<file path="config.mk">
export PLATFORM = sky130hd
export DESIGN_NAME = cyber_press_gen
export DESIGN_NICKNAME = d
export VERILOG_FILES = /design/src/rtl/cyber_pkg.sv /design/src/rtl/xnor_lfsr.sv /design/src/rtl/rate_compare.sv /design/src/rtl/cyber_press_gen.sv
export SDC_FILE = /design/constraint.sdc
export NUM_CORES = 1
export LEC_CHECK = 0
export CAP_MARGIN = 10
export CORE_AREA = 3 3 40 42
export CTS_CLUSTER_SIZE = 30
export DETAILED_ROUTE_END_ITERATION = 8
export DIE_AREA = 0 0 43 45
export GPL_ROUTABILITY_DRIVEN = 1
export HOLD_SLACK_MARGIN = 0.15
export PLACE_DENSITY_LB_ADDON = 0.25
export SKIP_CTS_REPAIR_TIMING = 1
export SYNTH_ARGS = -nofsm -noshare
export SYNTH_HDL_FRONTEND = slang
export SYNTH_SLANG_ARGS = --single-unit
</file>
<file path="constraint.sdc">
create_clock -name clk -period 1.9 [get_ports clk]
set_input_delay 0.475 -clock clk [delete_from_list [all_inputs] [get_ports clk]]
set_output_delay 0.475 -clock clk [all_outputs]
set_load 0.05 [all_outputs]
</file>
<file path="src/rtl/cyber_pkg.sv">
// Shared constants and types for the pseudo-random press generator.
// Assumes stage numbering from 1, with stage 1 held in bit 0.
package cyber_pkg;
    parameter int LFSR_W  = 9;  // number of shift stages
    parameter int TAP_HI  = 9;  // first feedback stage (1-based)
    parameter int TAP_LO  = 5;  // second feedback stage (1-based)
    localparam int PERIOD = (1 << LFSR_W) - 1;
    typedef logic [LFSR_W-1:0] lfsr_t;
endpackage

</file>
<file path="src/rtl/xnor_lfsr.sv">
// Shift register with XNOR feedback from two stages.
// Assumes the taps give a maximal-length sequence; the all-ones value is
// the lockup state, and reset loads zero, which lies on the sequence.
module xnor_lfsr #(
    parameter int WIDTH  = 9,
    parameter int TAP_HI = 9,
    parameter int TAP_LO = 5
) (
    input  logic             clk,
    input  logic             rst_n,
    output logic [WIDTH-1:0] state_o
);
    logic [WIDTH-1:0] state_q;
    logic [WIDTH-1:0] state_d;
    logic             feedback;

    // Feedback into the first stage.
    assign feedback = ~(state_q[TAP_HI-1] ^ state_q[TAP_LO-1]);
    assign state_d[0] = feedback;

    // Each later stage takes the value of the one before it.
    generate
        for (genvar g = 1; g < WIDTH; g++) begin : g_stage
            assign state_d[g] = state_q[g-1];
        end
    endgenerate

    // State register with synchronous active-low reset.
    always_ff @(posedge clk) begin
        if (!rst_n) state_q <= '0;
        else        state_q <= state_d;
    end

    assign state_o = state_q;

    // stages move up by one per clock.
    p_shift_r1: assert property (@(posedge clk) disable iff (!rst_n)
        rst_n |=> state_q[WIDTH-1:1] == $past(state_q[WIDTH-2:0]));

    // first stage gets XNOR of the two tap stages.
    p_feedback_r2: assert property (@(posedge clk) disable iff (!rst_n)
        rst_n |=> state_q[0] == ($past(state_q[TAP_HI-1]) ~^ $past(state_q[TAP_LO-1])));

    // lockup value never reached.
    p_no_lockup_r3: assert property (@(posedge clk) disable iff (!rst_n)
        rst_n |=> state_q != '1);

    // reset loads zero.
    p_reset_zero_r4: assert property (@(posedge clk)
        !rst_n |=> state_q == '0);
endmodule

</file>
<file path="src/rtl/rate_compare.sv">
// Unsigned magnitude compare that turns the register value into a press.
// Assumes both operands share one width; purely combinational.
module rate_compare #(
    parameter int WIDTH = 9
) (
    input  logic [WIDTH-1:0] value_i,
    input  logic [WIDTH-1:0] level_i,
    output logic             press_o
);
    // Press when the random value lies below the level.
    always_comb begin
        press_o = (value_i < level_i);
    end
endmodule

</file>
<file path="src/rtl/cyber_press_gen.sv">
// Top of the press generator: an XNOR shift register whose value is compared
// with a switch level each cycle. Assumes a slow clock from a divider tap.
module cyber_press_gen
    import cyber_pkg::*;
#(
    parameter int W     = LFSR_W,
    parameter int T_HI  = TAP_HI,
    parameter int T_LO  = TAP_LO
) (
    input  logic         clk,
    input  logic         rst_n,
    input  logic [W-1:0] sw_level,
    output logic         press_o,
    output logic [W-1:0] lfsr_state_o
);
    logic [W-1:0] state_w;

    // Sequence source.
    xnor_lfsr #(.WIDTH(W), .TAP_HI(T_HI), .TAP_LO(T_LO)) u_lfsr (
        .clk     (clk),
        .rst_n   (rst_n),
        .state_o (state_w)
    );

    // Rate setting compare.
    rate_compare #(.WIDTH(W)) u_cmp (
        .value_i (state_w),
        .level_i (sw_level),
        .press_o (press_o)
    );

    assign lfsr_state_o = state_w;

    // zero level never presses.
    p_zero_level_r7: assert property (@(posedge clk) disable iff (!rst_n)
        (sw_level == '0) |-> !press_o);

    // full level always presses, since all ones never occurs.
    p_full_level_r7: assert property (@(posedge clk) disable iff (!rst_n)
        (sw_level == '1) |-> press_o);
endmodule

</file>
==> qor.yml <==
critical_path:
  critical_path_arrival_ns: 1.53
  cp-start-kind: "input port"
  regToRegSetupSlack_ns: 1.18
  master_of_the_slowest_instance_on_the_critical_path: "sky130_fd_sc_hd__ha_4"
  critPathCaptureType: "output pin"
  ordered_cell_list_for_the_critical_path: "clkbuf_2, inv_2, ha_4, a211oi_2, o211ai_1, a21oi_4, buf_12"
  data_required_time_at_the_worst_endpoint_ns: 1.42
  critical_path_peak_fanout: 2
  critical_path_class: "input port to output pin"
  slowest_delay_ns: 0.23
cts:
  clk_pin_slew_worst_paths_ns: 0.06
  clock-root-buffer: "sky130_fd_sc_hd__clkbuf_4"
  cts_tree: "yes"
  clkLatencyLatePin_ns: 0.25
  cts.sink_count: 9
  clock_path_buffers: 2
  htree_num_levels: 1
  cts-buffers-inserted: 3
power_and_ir_drop:
  worst_ir_drop_vdd_mv: 0.374
  power_density_nw_per_um2: 517
  leakagePower_uw: 0.000415
drt:
  firstDrtPassIters: 4
  via_count: 407
  drt-wirelength-per-cell_um: 11.9
  detail_route.vias_per_cell: 4.63
  detailed_route_wl_um: 1050
  drc: 0
  drt_iter0_drc: 2
  postRouteAntennaNets: 0
synthesis:
  synth.distinct_cells: 12
  synthesis.area_um2: 453
  yosysTopAreaCell: "sky130_fd_sc_hd__dfxtp_1"
  mappedNetlistNets: 68
  synth-warning-count: 0
  syn_inst: 49
  yosysSeqAreaShare_pct: 39.8
  post_synth_main_area_contributors: "sky130_fd_sc_hd__dfxtp_1 40%, sky130_fd_sc_hd__ha_1 22%, sky130_fd_sc_hd__and2_1 12%, sky130_fd_sc_hd__inv_1 7.5%, sky130_fd_sc_hd__a21oi_1 4.4%"
  synthDominantCellAreaShare_pct: 39.8
  syn-mean-instance-area_um2: 9.24
  synth_seq_cells: 9
die:
  floorplan.die_area_um2: 1940
  core_area_um2: 1280
  die_h_um: 45
  die_w_um: 43
  placement_rows: 13
  ioPinCount: 21
  initial_util_pct: 35.2
outcome:
  violated_checks: "negative setup slack"
  status: "finished with violations"
timing:
  layout_worst_path_cycle_share_pct: 105
  max_slew_margin_pct: 81.1
  fin_tns_setup_ns: -0.104
  finalWorstPathRequiredPeriod_ns: 2.00
  worst_slew_pin_slew_ns: 0.282
  rsz0062_at_grt: "true"
  timing.clock.skew_ns: 0.00151
  hold_violations: 0
  final-setup-viol-count: 1
  timing.final.ws_setup_ns: -0.104
  clock.fmax_ghz: 0.499
  timing_max_transition_violations_final: 0
worst_hold_path:
  hp-class: "flop to flop"
layout:
  drive_gt1_share_pct: 58.9
  most-common-layout-cells: "9 x sky130_fd_sc_hd__and2_1, 9 x sky130_fd_sc_hd__buf_4, 8 x sky130_fd_sc_hd__dlymetal6s2s_1"
  antenna_cells: 0
  number_of_flip_flops_in_the_largest_register: 9
  nNetsFinal: 93
  syn_to_final_growth_pct: 83.1
  final_core_utilization_pct: 64.6
global_routing:
  globalRoute.totalOverflow: 0
  number_of_antenna_violations_at_the_first_check_in_global_routing: 0
  via_count_of_the_first_global_routing_pass: 317
  grt_pass1_wl_um: 1300
  grt_max_degree: 10
  gr-usage-all-layers_pct: 9.26
placed_design:
  place_hpwl_um: 723
  dp_worst_setup_slack_ns: -0.466
  globalplace.congestion: 0.661
  buffer_ports.inserted: 20
job:
  max-cap-violations: 0
## kinds of logic (layout without fill, tap and decap cells)
| logic type | Yosys count | in the layout | synth area share, % |
|---|---|---|---|
| AOI/OAI and AO/OA | 8 | 8 | 11.1 |
| buffers and inverters | 9 | 33 | 7.46 |
| adders and majority gates | 8 | 8 | 22.1 |
| DFF | 9 | 9 | 39.8 |
| xor gates and xnor gates | 1 | 1 | 1.93 |
| and+or+nand+nor | 14 | 14 | 17.7 |
## metal layers
layer / global-route usage [%] / share of wire, %
met1: 11.9 / 44
met5: 0 / 0
met2: 14.1 / 49
met4: 7.23 / 1.3
met3: 1.20 / 5.4
## stage by stage
step | hold WS [ns] | total power [uW] | cells | instance area [um^2]
floorplan | 0.596 | 244 | 49 | 488
global placement | 0.467 | 278 | 84 | 694
detailed placement | 0.461 | 280 | 84 | 694
CTS | 0.479 | 422 | 88 | 721
global route | 0.507 | 456 | 88 | 830
finish | 0.486 | 429 | 88 | 830
## area by class of cell
cell class,count,area [um^2]
clock buffer,4,26.3
fill,117,455
inverter,9,33.8
multi-input combinational,31,357
sequential,9,191
tap,15,18.8
timing repair buffer,20,203
## cell usage after synthesis, drive strengths merged
| master | n |
|---|---|
| inv | 9 |
| o211ai | 1 |
| ha | 8 |
| dfxtp | 9 |
| nand2 | 3 |
| o21ai | 2 |
| and2 | 9 |
| a21oi | 4 |
| a211oi | 1 |
| nand4 | 1 |
| nor2b | 1 |
| xnor2 | 1 |
## where the power goes
group	internal (uW)	switching, uW
Clock	80.5	60.8
Combinational	43.0	45.6
Sequential	193	5.41
Total	317	112
## path summary, 6_finish.rpt
kind         depth (start not counted)                         start                            to
min reg2reg                          1  u_lfsr.state_o[1]$_SDFF_PN0_  u_lfsr.state_o[2]$_SDFF_PN0_
min                                  1  u_lfsr.state_o[1]$_SDFF_PN0_  u_lfsr.state_o[2]$_SDFF_PN0_
max                                  7                   sw_level[2]                       press_o
max reg2reg                          2  u_lfsr.state_o[8]$_SDFF_PN0_  u_lfsr.state_o[0]$_SDFF_PN0_
## worst max-delay path: cells and delay by family
kind / cells / cell delay, ns
AOI/OAI and AO/OA: 3 / 0.54
adders and majority gates: 1 / 0.23
buffers and inverters: 3 / 0.28
Power figures use the tool's default switching activity.
